--- config.mk ---
export PLATFORM = sky130hd
export DESIGN_NAME = feat_reg_updater
export DESIGN_NICKNAME = d
export VERILOG_FILES = /design/src/rtl/feat_reg_pkg.sv /design/src/rtl/feat_merge.sv /design/src/rtl/feat_cfg_cache.sv /design/src/rtl/feat_reg_updater.sv
export SDC_FILE = /design/constraint.sdc
export NUM_CORES = 1
export LEC_CHECK = 0
export BUFFER_PORTS_ARGS = -buffer_cell sky130_fd_sc_hd__buf_2
export CORE_MARGIN = 10
export CORE_UTILIZATION = 40
export DETAILED_ROUTE_END_ITERATION = 16
export GPL_TIMING_DRIVEN = 0
export SYNTH_ARGS = -nofsm -noshare
export SYNTH_HDL_FRONTEND = slang
export SYNTH_SLANG_ARGS = --single-unit
--- constraint.sdc ---
create_clock -name clk -period 3.2 [get_ports clk]
set_input_delay 0.16 -clock clk [delete_from_list [all_inputs] [get_ports clk]]
set_output_delay 0.16 -clock clk [all_outputs]
set_load 0.01 [all_outputs]
--- src/rtl/feat_reg_pkg.sv ---
package feat_reg_pkg;
   typedef enum logic [2:0] {
      FR_IDLE,
      FR_GET,
      FR_GET_WAIT,
      FR_EVAL,
      FR_SET,
      FR_SET_WAIT,
      FR_DONE
   } fr_state_t;
endpackage

--- src/rtl/feat_merge.sv ---
module feat_merge #(
   parameter int DATA_W = 8
) (
   input  logic [DATA_W-1:0] old_v,
   input  logic [DATA_W-1:0] mask,
   input  logic [DATA_W-1:0] val,
   output logic [DATA_W-1:0] merged,
   output logic              differs
);
   always_comb begin
      merged  = (old_v & ~mask) | (val & mask);
      differs = (merged != old_v);
   end
endmodule

--- src/rtl/feat_cfg_cache.sv ---
module feat_cfg_cache #(
   parameter int DATA_W = 8
) (
   input  logic              clk,
   input  logic              rst_n,
   input  logic              load,
   input  logic [DATA_W-1:0] load_data,
   output logic              valid,
   output logic [DATA_W-1:0] data
);
   always_ff @(posedge clk or negedge rst_n) begin
      if (!rst_n) begin
         valid <= 1'b0;
         data  <= '0;
      end else if (load) begin
         valid <= 1'b1;
         data  <= load_data;
      end
   end
endmodule

--- src/rtl/feat_reg_updater.sv ---
module feat_reg_updater #(
   parameter int                 DATA_W     = 8,
   parameter int                 ADDR_W     = 8,
   parameter int                 OP_W       = 8,
   parameter logic [OP_W-1:0]    GET_OP     = 8'h0F,
   parameter logic [OP_W-1:0]    SET_OP     = 8'h1F,
   parameter logic [ADDR_W-1:0]  CFG_ADDR   = 8'hB0,
   parameter logic [ADDR_W-1:0]  LOCK_ADDR  = 8'hA0,
   parameter logic [DATA_W-1:0]  UNLOCK_VAL = 8'h00,
   parameter bit                 CACHE_CFG  = 1'b1
) (
   input  logic              clk,
   input  logic              rst_n,
   input  logic              req_valid,
   input  logic [ADDR_W-1:0] req_addr,
   input  logic [DATA_W-1:0] req_mask,
   input  logic [DATA_W-1:0] req_val,
   input  logic              unlock_req,
   output logic              busy,
   output logic              done,
   output logic [DATA_W-1:0] done_value,
   output logic              cmd_valid,
   input  logic              cmd_ready,
   output logic [OP_W-1:0]   cmd_op,
   output logic [ADDR_W-1:0] cmd_addr,
   output logic [DATA_W-1:0] cmd_wdata,
   input  logic              rsp_valid,
   input  logic [DATA_W-1:0] rsp_data
);
   import feat_reg_pkg::*;

   localparam logic [DATA_W-1:0] ALL_ONES = {DATA_W{1'b1}};

   if (DATA_W < 1) begin : g_bad_data_w
      $error("feat_reg_updater: DATA_W must be at least 1");
   end
   if (ADDR_W < 1) begin : g_bad_addr_w
      $error("feat_reg_updater: ADDR_W must be at least 1");
   end
   if (CFG_ADDR == LOCK_ADDR) begin : g_bad_addr_map
      $error("feat_reg_updater: configuration and lock addresses must differ");
   end
   if (GET_OP == SET_OP) begin : g_bad_ops
      $error("feat_reg_updater: read and write opcodes must differ");
   end

   fr_state_t         state_q;
   logic [ADDR_W-1:0] addr_q;
   logic [DATA_W-1:0] mask_q;
   logic [DATA_W-1:0] val_q;
   logic [DATA_W-1:0] old_q;

   logic [DATA_W-1:0] merged;
   logic              differs;
   logic              cache_valid;
   logic [DATA_W-1:0] cache_data;
   logic              cache_load;
   logic [DATA_W-1:0] cache_load_data;
   logic              cache_hit;
   logic              addr_is_cfg;

   feat_merge #(.DATA_W(DATA_W)) u_merge (
      .old_v   (old_q),
      .mask    (mask_q),
      .val     (val_q),
      .merged  (merged),
      .differs (differs)
   );

   assign addr_is_cfg     = (addr_q == CFG_ADDR);
   assign cache_load      = addr_is_cfg && rsp_valid &&
                            (state_q == FR_GET_WAIT || state_q == FR_SET_WAIT);
   assign cache_load_data = (state_q == FR_GET_WAIT) ? rsp_data : merged;

   if (CACHE_CFG) begin : g_cache
      feat_cfg_cache #(.DATA_W(DATA_W)) u_cache (
         .clk       (clk),
         .rst_n     (rst_n),
         .load      (cache_load),
         .load_data (cache_load_data),
         .valid     (cache_valid),
         .data      (cache_data)
      );
   end else begin : g_no_cache
      assign cache_valid = 1'b0;
      assign cache_data  = '0;
   end

   assign cache_hit = cache_valid && (req_addr == CFG_ADDR);

   always_ff @(posedge clk or negedge rst_n) begin
      if (!rst_n) begin
         state_q <= FR_IDLE;
         addr_q  <= '0;
         mask_q  <= '0;
         val_q   <= '0;
         old_q   <= '0;
      end else begin
         unique case (state_q)
            FR_IDLE: begin
               if (unlock_req) begin
                  addr_q  <= LOCK_ADDR;
                  mask_q  <= ALL_ONES;
                  val_q   <= UNLOCK_VAL;
                  old_q   <= ~UNLOCK_VAL;
                  state_q <= FR_SET;
               end else if (req_valid) begin
                  addr_q <= req_addr;
                  mask_q <= req_mask;
                  val_q  <= req_val;
                  if (cache_hit) begin
                     old_q   <= cache_data;
                     state_q <= FR_EVAL;
                  end else begin
                     state_q <= FR_GET;
                  end
               end
            end
            FR_GET:      if (cmd_ready) state_q <= FR_GET_WAIT;
            FR_GET_WAIT: if (rsp_valid) begin
               old_q   <= rsp_data;
               state_q <= FR_EVAL;
            end
            FR_EVAL:     state_q <= differs ? FR_SET : FR_DONE;
            FR_SET:      if (cmd_ready) state_q <= FR_SET_WAIT;
            FR_SET_WAIT: if (rsp_valid) state_q <= FR_DONE;
            FR_DONE:     state_q <= FR_IDLE;
            default:     state_q <= FR_IDLE;
         endcase
      end
   end

   always_comb begin
      busy       = (state_q != FR_IDLE);
      done       = (state_q == FR_DONE);
      done_value = merged;
      cmd_valid  = (state_q == FR_GET) || (state_q == FR_SET);
      cmd_op     = (state_q == FR_SET) ? SET_OP : GET_OP;
      cmd_addr   = addr_q;
      cmd_wdata  = (state_q == FR_SET) ? merged : '0;
   end
endmodule

Word-level counts from Yosys, hierarchy flattened
Cells that the tools add are included.
- word-level logic and storage cells: 61
- bits in registers: 44
- output and inout bits: 35
- input bits: 38
- reductions and logical operators: 12
- bitwise operators: 4
- eq/ne operators: 15
- muxes and demuxes: 23
- operators by type and width (operator ; number):
    2-to-1 mux 8 bit ; 12
    2-to-1 mux 3 bit ; 6
    case mux 3 bit (6 select lines) ; 1
    AND 8 bit ; 2
    equality test 8 bit, second input constant ; 2
    case mux 8 bit (2 select lines) ; 1
    equality test 3 bit, second input constant ; 3
    inequality test 2 bit, second input constant ; 4
    inequality test 8 bit ; 1
    NOT 8 bit ; 1
    OR 8 bit ; 1
    equality test 3 x 2 -> 1 bit, second input constant ; 2
    inequality test 3 bit, second input constant ; 2
    2-to-1 mux 5 bit ; 1
    AND reduction 5 bit ; 1
    2-to-1 mux 2 bit ; 2
    AND reduction 4 bit ; 1
    nonzero test 2 bit ; 2
    equality test 3 x 1 -> 1 bit, second input constant ; 1
    logical AND 1 bit ; 3
    logical NOT 3 bit ; 1
    nonzero test 3 bit ; 1
    logical OR 1 bit ; 2
    AND reduction 2 bit ; 1

Logic depth before layout (Yosys ltp)
Gate-level depths: netlist (run 1).
- depth after elaboration: 6
- gate-level depth with buffers: 7
- mapped depth without buffers: 5

Cells and area by module
Synthesis (run 1) repeated with hierarchy kept, for this count alone.
- cell total of the unflattened synthesis: 264
- area total of the unflattened synthesis: 2516.2 um2
- modules (own cells, without submodules) (module ; instances ; sequential area each (um2) ; cells an instance ; area an instance (um2)):
    feat_reg_updater ; 1 ; 875.8 ; 224 ; 1956.9
    feat_cfg_cache ; 1 ; 225.2 ; 19 ; 362.8
    feat_merge ; 1 ; 0.0 ; 21 ; 196.4

Least setup slack after synthesis (run 1)
Ideal clock, no wire load.
- path type: flip-flop to flip-flop
- from: register state_q[2]
- to: register old_q[0]
- data required time: 3.121 ns
- stages on the path, launching flop included: 8
- path buffers: 2
- period minus slack after synthesis: 1.916 ns
- setup slack: 1.284 ns
- library setup time: 0.079 ns
- arrival: 1.836 ns
- cell sequence: dfrtp_1 -> or3b_1 -> buf_6 -> nand2b_2 -> buf_6 -> a31oi_4 -> nor4_4 -> mux2i_1
- longest elaborated chain between the ends: 3
- elaborated cells between the ends (all ways): 8
- those cells by class: eq/ne (4); mux (1); reduce/logical (3)
- RTL lines (element ; line ; source):
    start: declaration ; feat_reg_updater.sv:47 ; fr_state_t state_q;
    start signal: assignment ; feat_reg_updater.sv:124 ; FR_EVAL: state_q <= differs ? FR_SET : FR_DONE;
    equality test 3 x 2 -> 1 bit or logical NOT 3 bit (tied branches) ; feat_reg_updater.sv:99 ; unique case (state_q)
    inequality test 2 bit (no source line) (tied with other cells) ; - ;
    AND reduction 4 bit (no source line) ; - ;
    end signal: assignment ; feat_reg_updater.sv:105 ; old_q <= ~UNLOCK_VAL;
    end signal: assignment ; feat_reg_updater.sv:112 ; old_q <= cache_data;
    end signal: assignment ; feat_reg_updater.sv:121 ; old_q <= rsp_data;
    end: declaration ; feat_reg_updater.sv:51 ; logic [DATA_W-1:0] old_q;
Several ways; a longest one is shown, not always the timed one.
A chain may end at the register's enable or synchronous reset.

Worst setup path after layout (run 1)
- from: register state_q[2]
- to: register old_q[2]
Same word-level chain as after synthesis.

==> results by group, run 1 <==
Power
  • Sw power: 1.21 mW
  • Leakage: 1.54 nW
  • Comb pwr share: 0.474
  • Peak supply drop: 0.459 mV
  • Pwr dens: 995 nW/µm²
  • Clk pwr share: 0.157
  • Int Pwr: 1.70 mW
  • Final Power: 2.91 mW
  • Sw frac: 0.416
  • Seq pwr share: 0.369

Critical path
  • CP top delay family: simple AND/OR/NAND/NOR gates
  • Critical path required time: 3.42 ns
  • Critical path's most frequent cell: buf_6
  • Critical path class: reg -> reg
  • Crit path launch type: register
  • Max incr delay on CP: 0.64 ns
  • CP max stage cell: nor4_4
  • WP buf/inv: 2
  • Max FO, Critical Path: 10
  • CP arrival: 2.50 ns
  • Critical-path cell list: or3b_1, buf_6, nand2b_2, buf_6, a31oi_4, nor4_4, mux2i_1
  • Crit path capture type: register

STA
  • Worst-Margin Slew: 0.993 ns
  • Fin. Hold Viols: 0
  • Setup TNS: 0 ns
  • Slew Viols, Final: 0
  • Tmin final: 2.29 ns
  • Clock Skew: 0.0105 ns
  • Setup violators final: 0
  • Unrepaired setup endpoints after global routing: false
  • Max Freq: 0.438 GHz
  • Max-slew headroom: 0.338
  • Fin crit share: 0.714

Floorplanning
  • Area of the core: 5640 µm²
  • Die span in x: 97.0 µm
  • Ports: 73
  • Initial core utilization: 0.420
  • Rows: 27
  • DIE HEIGHT: 97.0 µm
  • Die footprint: 9410 µm²

Logic synthesis
  • Synth Warn #: 0
  • FF+latch count, synth: 44
  • Gate count after technology mapping: 256
  • Syn avg cell area: 9.27 µm²
  • Top cells by area, synth: dfrtp_1, mux2i_1, nand2_1, a22o_1, o21ai_0
  • Distinct cell type count after synthesis: 34
  • EDFF count, synth: 0
  • Largest area contributor in the netlist: dfrtp_1
  • FFs w/ async S/R, synth: 1.00
  • Post-Synthesis Cell Area: 2370 µm²
  • Seq/Total Area, Yosys: 0.464
  • Share of the synthesized area in the top cell type: 0.464
  • Ys flop type: dfrtp_1

Global route
  • Total global routing overflow: 0
  • Pin count of the biggest net entering global routing: 45
  • Initial antenna violation count: 0
  • GRT Total Usage: 0.139
  • First-pass GRT wire length: 10900 µm
  • Vias in the first global route: 2113

CTS
  • H-tree levels: 2
  • Clock Tree Buf Depth: 2
  • CTS Hold Bufs: 0
  • Skew-Pair Late Insertion Delay: 0.30 ns
  • Post-cts sizing count: 0
  • Clk root buf: clkbuf_8
  • CTS tree: built
  • Number of CTS-inserted buffers: 5
  • Clock slew seen by the registers of the worst setup and hold paths: 0.09 ns
  • Post-CTS Setup Bufs: 0
  • Clk sinks: 44

Outcome
  • Status: completed

Cells and area
  • N_diodes: 0
  • Commonest non-fill, non-tap cell in the layout: buf_2
  • Fill cells: 559
  • Layout cells sized above 1: 0.258
  • Post-layout nets: 370
  • Most frequent cells in the layout: buf_2, dfrtp_1, nand2_1
  • Layout area overhead: 23.2%

Detailed routing
  • DRC Markers: 0
  • Final WL: 6690 µm
  • DRT iter0 DRCs: 126
  • ANT nets after route: 0
  • Via count: 2057
  • Vias per std cell: 5.08
  • TritonRoute pass-1 iters: 4
  • Drt wl/cell: 16.5 µm

Place
  • Detail Placement HPWL: 5020 µm
  • Port Buffers: 64
  • GPL Wtd Cong: 0.808

Flow run
  • Max Cap Viol: 0

Hold path
  • Hold Path Class: in -> async
==> per-layer routing <==
metal,up-vias,wire length (µm),track usage
met5,-,0,0
met4,0,66,0.0474
met3,4,358,0.0397
met2,54,3220,0.224
met1,987,3050,0.172
li1,1012,-,-
==> stage by stage <==
stage | area, µm² | std cells | util | setup slack [ns] | hold WS, ns
finish | 2920 | 405 | 0.518 | 0.914 | 0.0155
global route | 2920 | 405 | 0.518 | 0.786 | 0.0591
CTS | 2920 | 405 | 0.518 | 0.904 | 0.0502
detailed placement | 2800 | 397 | 0.497 | 0.939 | 0.378
global placement | 2800 | 397 | 0.497 | 0.925 | 0.377
floorplan | 2390 | 261 | - | 1.28 | -0.136
==> Yosys cell counts, types with 2 or more instances <==
| library cell | number |
|---|---|
| nor2_1 | 16 |
| mux2i_1 | 18 |
| nand2_1 | 42 |
| o22ai_1 | 9 |
| and2_1 | 2 |
| buf_4 | 7 |
| conb_1 | 2 |
| clkbuf_1 | 12 |
| xor2_1 | 8 |
| dfrtp_1 | 44 |
| nand3_1 | 12 |
| inv_1 | 21 |
| buf_6 | 2 |
| nand2b_1 | 2 |
| nor4_4 | 2 |
| a21oi_1 | 3 |
| o21ai_0 | 19 |
| a211oi_1 | 2 |
| a22o_1 | 15 |
| nand3b_1 | 2 |
| nor3_1 | 3 |
==> worst reg2reg max path, cell delays in order (launching register included) <==
cell and delay, ns:
dfrtp_1 0.45, or3b_1 0.42, buf_6 0.16, nand2b_2 0.07
buf_6 0.15, a31oi_4 0.05, nor4_4 0.64, mux2i_1 0.27
==> layout make-up <==
class,instances,area [µm²],share of cell area
multi-input combinational,175,1090,0.373
timing repair buffer,64,320,0.110
inverter,21,78.8,0.0270
sequential,44,1100,0.377
tap,72,90.1,0.0308
buffer,21,120,0.0411
clock inverter,2,38.8,0.0133
clock buffer,6,82.6,0.0283
==> power by group through the flow <==
| stage | Sequential, mW | Combinational [mW] | Clock, mW |
|---|---|---|---|
| after CTS | 1.07 | 1.40 | 0.464 |
| after global routing | 1.11 | 1.56 | 0.490 |
| after detailed placement | 1.08 | 1.40 | 0 |
| final | 1.07 | 1.38 | 0.457 |
| after global placement | 1.07 | 1.37 | 0 |
| after floorplan | 1.05 | 0.933 | 0 |
==> sequential cells by signal, summed over array words and instances, names as in the netlist <==
| signal | flops |
|---|---|
| cmd_addr | 8 |
| val_q | 8 |
| old_q | 8 |
| mask_q | 8 |
| state_q | 3 |
| g_cache.u_cache.data | 8 |
| g_cache.u_cache.valid | 1 |
==> kinds of logic (layout without fill, tap and decap cells) <==
kind of cell	after synthesis	count (layout)	synth area share
buffers and inverters	42	114	0.0839
other	2	7	0.00317
AO/OA/AOI/OAI	55	55	0.164
flip-flops	44	44	0.464
AND/OR/NAND/NOR	86	86	0.176
multiplexers	18	18	0.0759
XOR/XNOR	9	9	0.0332
==> path summary, 6_finish.rpt <==
check                                                    end                               from  depth (start not counted)  slack (ns)
max                                     old_q[2]$_DFFE_PN0P_             state_q[2]$_DFFE_PN0P_                          7        0.91
min                                     val_q[1]$_DFFE_PN0P_                              rst_n                          1        0.02
max reg2reg                             old_q[2]$_DFFE_PN0P_             state_q[2]$_DFFE_PN0P_                          7        0.91
min reg2reg                g_cache.u_cache.valid$_DFFE_PN0P_  g_cache.u_cache.valid$_DFFE_PN0P_                          1        0.48
max in group asynchronous            cmd_addr[7]$_DFFE_PN0P_                              rst_n                          1        2.57
min in group clk                        val_q[4]$_DFFE_PN0P_                         req_val[4]                          2        0.07
Power figures use the tool's default switching activity.
==> run 2, diff against run 1 <==
- PLACE_DENSITY: unset -> 0.67
- clock period: 3.2 -> 2 ns (I/O delays scaled with it)
==> results by group, run 2 (synthesis gave the netlist of run 1 again) <==
Critical path
  • Crit path capture type: register
  • Critical path class: reg -> reg
  • Critical-path cell list: or3b_1, buf_6, nand2b_2, buf_6, a31oi_4, nor4_4, buf_12, mux2i_1
  • CP top delay family: simple AND/OR/NAND/NOR gates
  • Critical path required time: 2.22 ns
  • CP arrival: 2.06 ns
  • Crit path launch type: register
  • WP buf/inv: 3
  • Critical path's most frequent cell: buf_6
  • Max FO, Critical Path: 10
  • Max incr delay on CP: 0.41 ns
  • CP max stage cell: dfrtp_1

Cells and area
  • N_diodes: 0
  • Final core utilization: 0.527
  • Commonest non-fill, non-tap cell in the layout: buf_2
  • Post-layout nets: 373
  • Post-route cell area: 2970 µm²
  • Area occupied by registers: 1100 µm²
  • Most frequent cells in the layout: buf_2, dfrtp_1, nand2_1
  • Area of the multi-input gates: 1100 µm²
  • Layout cells sized above 1: 0.289
  • Layout area overhead: 25.3%
  • Fill cells: 528

Outcome
  • Status: completed

CTS
  • Clk root buf: clkbuf_8
  • Clk sinks: 44
  • H-tree levels: 2
  • Number of CTS-inserted buffers: 5
  • Skew-Pair Late Insertion Delay: 0.30 ns
  • CTS tree: built
  • Clock slew seen by the registers of the worst setup and hold paths: 0.08 ns
  • Clock Tree Buf Depth: 2

Detailed routing
  • Via count: 2119
  • Vias per std cell: 5.19
  • TritonRoute pass-1 iters: 4
  • ANT nets after route: 0
  • Drt wl/cell: 16.6 µm
  • DRC Markers: 0
  • DRT iter0 DRCs: 123
  • Final WL: 6770 µm

Place
  • DP Area: 2800 µm²
  • GPL Wtd Cong: 0.806
  • Port Buffers: 64
  • Detail Placement HPWL: 5120 µm

Global route
  • First-pass GRT wire length: 11100 µm
  • Total global routing overflow: 0
  • Pin count of the biggest net entering global routing: 45
  • Initial antenna violation count: 0
  • GRT Total Usage: 0.141
  • Vias in the first global route: 2169

Power
  • Pwr dens: 1580 nW/µm²
  • Peak supply drop: 0.735 mV
  • Leakage: 1.57 nW
  • Final Power: 4.70 mW

STA
  • Max Freq: 0.545 GHz
  • Max-slew headroom: 0.342
  • Tmin final: 1.84 ns
  • Min Hold Slack: 0.0119 ns
  • Worst-Margin Slew: 0.987 ns
  • Fin. Hold Viols: 0
  • Unrepaired setup endpoints after global routing: false
  • Setup violators final: 0
  • Slew Viols, Final: 0
  • Fin crit share: 0.918
  • Clock Skew: 0.0110 ns

Hold path
  • Hold Path Class: in -> reg

Floorplanning
  • DIE HEIGHT: 97.0 µm
  • Area of the core: 5640 µm²
  • Die footprint: 9410 µm²
  • Ports: 73
  • Rows: 27
  • Die span in x: 97.0 µm
  • Initial core utilization: 0.420

Flow run
  • Max Cap Viol: 0
[run 2: cell type report]
type | instances | share of cell area
Buffer | 20 | 0.0408
Multi-Input combinational cell | 175 | 0.371
Tap cell | 72 | 0.0303
Clock buffer | 5 | 0.0231
Clock inverter | 3 | 0.0143
Sequential cell | 44 | 0.371
Inverter | 21 | 0.0265
Timing Repair Buffer | 68 | 0.123
[run 2: path summary, 6_finish.rpt]
kind                       cells past startpoint  slack (ns)                         startpoint                           endpoint
max                                            8        0.16             state_q[0]$_DFFE_PN0P_               old_q[2]$_DFFE_PN0P_
min                                            2        0.01                         req_val[2]               val_q[2]$_DFFE_PN0P_
max reg2reg                                    8        0.16             state_q[0]$_DFFE_PN0P_               old_q[2]$_DFFE_PN0P_
min reg2reg                                    1        0.47  g_cache.u_cache.valid$_DFFE_PN0P_  g_cache.u_cache.valid$_DFFE_PN0P_
max in group asynchronous                      2        0.83                              rst_n             state_q[2]$_DFFE_PN0P_
min in group asynchronous                      2        0.50                              rst_n               val_q[2]$_DFFE_PN0P_
[run 2: per-stage QoR]
step	std cells	setup WS, ns	setup TNS [ns]
2_1_floorplan	261	0.0845	0
5_1_grt	408	0.0467	0
3_5_place_dp	397	-0.230	-2.37
4_1_cts	409	0.00151	0
3_3_place_gp	397	-0.252	-1.97
6_report	408	0.164	0
[run 2: where the power goes]
part / total [mW] / switching (mW) / internal [mW]
registers: 1.73 / 0.394 / 1.33
logic: 2.29 / 1.27 / 1.02
clock network: 0.684 / 0.314 / 0.370
[run 2: per-layer routing]
metal	global-route usage	up-vias	share of wire
met1	0.180	1013	0.44
met3	0.0490	6	0.080
met5	0	-	0
met4	0.0395	0	0.010
li1	-	1019	-
met2	0.217	81	0.47
[run 2: worst reg2reg max path: stages (launching register included)]
cell and delay [ns]:
dfrtp_1 0.41, or3b_1 0.41, buf_6 0.16, nand2b_2 0.07, buf_6 0.10, a31oi_4 0.04, nor4_4 0.21, buf_12 0.18
mux2i_1 0.19
[run 2: repair_timing]
action | 4_1_cts | 5_1_grt
pin swaps | 2 | 1
endpoints found under the setup margin | 27 | 25
hold buffers | 1 | 0
gates resized for setup | 5 | 4
hold endpoints to repair | 44 | 0
buffers inserted | 3 | 0
==> run 3, diff against run 2 <==
- CORE_UTILIZATION: 40 -> 47
- PLACE_DENSITY: 0.67 -> 0.76
- SYNTH_HIERARCHICAL: unset -> 1
==> results by group, run 3 <==
Power
  • Sw power: 1.88 mW
  • Seq pwr share: 0.360
  • Comb pwr share: 0.509
  • Sw frac: 0.415
  • Leakage: 1.57 nW
  • Clk pwr share: 0.131
  • Final Power: 4.54 mW
  • Pwr dens: 1480 nW/µm²
  • Int Pwr: 2.65 mW
  • Peak supply drop: 0.854 mV

CTS
  • Skew-Pair Late Insertion Delay: 0.30 ns
  • Clk root buf: clkbuf_8
  • H-tree levels: 2
  • Clk sinks: 44
  • Clock Tree Buf Depth: 2
  • Clock slew seen by the registers of the worst setup and hold paths: 0.09 ns
  • Post-CTS Setup Bufs: 0
  • Number of CTS-inserted buffers: 5
  • CTS tree: built

Cells and area
  • Commonest non-fill, non-tap cell in the layout: buf_2
  • Layout area overhead: 21.8%
  • Final core utilization: 0.596
  • N_diodes: 0
  • Most frequent cells in the layout: buf_2, nand2_1, dfrtp_1
  • Layout cells sized above 1: 0.344
  • Fill cells: 489
  • Post-layout nets: 380

Logic synthesis
  • FFs w/ async S/R, synth: 1.00
  • Largest area contributor in the netlist: dfrtp_1
  • Share of the synthesized area in the top cell type: 0.438
  • Post-Synthesis Cell Area: 2520 µm²
  • Top cells by area, synth: dfrtp_1, nand2_1, mux2_4, o21ai_0, mux2_1
  • Distinct cell type count after synthesis: 39
  • Commonest cells in the netlist: nand2_1, dfrtp_1, o21ai_0
  • Synth Warn #: 6
  • Seq/Total Area, Yosys: 0.438
  • Ys flop type: dfrtp_1
  • Syn avg cell area: 9.53 µm²
  • Most common cell in the netlist: nand2_1
  • FF+latch count, synth: 44
  • EDFF count, synth: 0
  • Gate count after technology mapping: 264

Detailed routing
  • ANT nets after route: 0
  • DRC Markers: 0
  • Via count: 2089
  • Drt wl/cell: 16.1 µm
  • Final WL: 6640 µm
  • Vias per std cell: 5.06
  • TritonRoute pass-1 iters: 4
  • DRT iter0 DRCs: 83

Critical path
  • WP buf/inv: 2
  • Crit path launch type: register
  • Critical path required time: 1.90 ns
  • R2R setup slack: 0.20 ns
  • Crit path capture type: primary output
  • CP arrival: 1.75 ns
  • CP top delay family: simple AND/OR/NAND/NOR gates
  • Max incr delay on CP: 0.45 ns
  • Max FO, Critical Path: 10
  • CP max stage cell: dfrtp_1
  • Critical-path cell list: clkbuf_2, nor3b_4, and2_1, buf_2
  • Critical path class: reg -> out

Place
  • GPL Wtd Cong: 0.871
  • DP Worst Slack: 0.0387 ns
  • Detail Placement HPWL: 5070 µm
  • Port Buffers: 65

Global route
  • Initial antenna violation count: 0
  • Vias in the first global route: 2238
  • Total global routing overflow: 0
  • Pin count of the biggest net entering global routing: 45
  • GRT Total Usage: 0.155
  • First-pass GRT wire length: 11000 µm

Floorplanning
  • Initial core utilization: 0.490
  • Area of the core: 5140 µm²
  • DIE HEIGHT: 93.2 µm
  • Die span in x: 93.2 µm
  • Die footprint: 8680 µm²
  • Ports: 73
  • Rows: 26

Flow run
  • Max Cap Viol: 0

STA
  • Slew Viols, Final: 0
  • Fin crit share: 0.923
  • Setup violators final: 0
  • Worst-Margin Slew: 1.01 ns
  • Tmin final: 1.85 ns
  • Fin. Hold Viols: 0
  • Min Hold Slack: 0.00853 ns
  • Final WS setup: 0.154 ns
  • Unrepaired setup endpoints after global routing: false
  • Clock Skew: 0.0139 ns
  • Setup TNS: 0 ns
  • Max-slew headroom: 0.329
  • Max Freq: 0.542 GHz

Hold path
  • Hold Path Class: in -> reg

Outcome
  • Status: completed
==> run 3: cell types whose count changed after synthesis, moves of 8 or more <==
| cell | before | now |
|---|---|---|
| a22o_1 | 15 | 0 |
| buf_2 | 0 | 8 |
| clkbuf_1 | 12 | 4 |
| inv_1 | 21 | 1 |
| mux2_4 | 0 | 16 |
| mux2i_1 | 18 | 0 |
| nand2_1 | 42 | 66 |
| nand3_1 | 12 | 0 |
| o22ai_1 | 9 | 0 |
==> run 3: path summary, 6_finish.rpt <==
path                                                   start                                 to  cells past startpoint
setup / recovery                      state_q[1]$_DFFE_PN0P_                       cmd_wdata[4]                      4
hold / removal                                   req_mask[7]              mask_q[7]$_DFFE_PN0P_                      3
setup reg to reg                      state_q[0]$_DFFE_PN0P_               old_q[6]$_DFFE_PN0P_                      5
hold reg to reg            g_cache.u_cache/valid$_DFFE_PN0P_  g_cache.u_cache/valid$_DFFE_PN0P_                      1
max in group asynchronous                              rst_n               old_q[1]$_DFFE_PN0P_                      2
min in group asynchronous                              rst_n               val_q[6]$_DFFE_PN0P_                      2
==> run 3: logic make-up (layout without fill, tap and decap cells) <==
logic type,count (synthesis),count (layout),synth area share
compound gates,38,38,0.0925
buf+inv,21,95,0.0487
simple gates,124,124,0.247
xor+xnor,9,9,0.0313
flops,44,44,0.438
mux,26,26,0.140
other cells,2,7,0.00298
==> run 3: worst reg2reg max path: cells and delay by family, from the launching register on <==
family,cells,cell delay [ns]
buf+inv,1,0.22
flops,1,0.45
simple gates,1,0.13
mux,1,0.35
compound gates,2,0.54
==> run 3: per-layer routing <==
layer / vias up / GRT usage / wire length, µm
met3: 9 / 0.0480 / 477
met2: 63 / 0.248 / 3140
met4: 0 / 0.0386 / 86
met5: - / 0 / 0
met1: 992 / 0.199 / 2940
li1: 1025 / - / -
==> run 3: final cells by class <==
| cell class | instances | area, µm² | share of cell area |
|---|---|---|---|
| multi-input combinational | 204 | 1320 | 0.431 |
| sequential | 44 | 1100 | 0.359 |
| timing repair buffer | 66 | 335 | 0.109 |
| buffer | 20 | 123 | 0.0400 |
| tap | 70 | 87.6 | 0.0286 |
| clock buffer | 7 | 86.3 | 0.0282 |
| clock inverter | 1 | 7.51 | 0.00245 |
| inverter | 1 | 3.75 | 0.00122 |
==> run 3: repair_timing <==
item,in CTS,in global routing
endpoints found under the hold margin,4,0
gates resized for setup,0,5
hold buffers,1,0
pin swaps,0,0
setup endpoints to repair,1,17
==> run 3: stage by stage <==
step | cell area [µm²] | std cells
final | 3060 | 413
after global routing | 3060 | 413
after CTS | 3050 | 413
after detailed placement | 2950 | 404
after global placement | 2950 | 404
after floorplan | 2530 | 269
==> run 3: power groups by stage <==
stage / registers [mW] / clock network [mW] / logic, mW
final: 1.63 / 0.595 / 2.31
after global routing: 1.69 / 0.652 / 2.58
after CTS: 1.63 / 0.603 / 2.30
after detailed placement: 1.64 / 0 / 2.28
after global placement: 1.62 / 0 / 2.22
after floorplan: 1.57 / 0 / 1.60
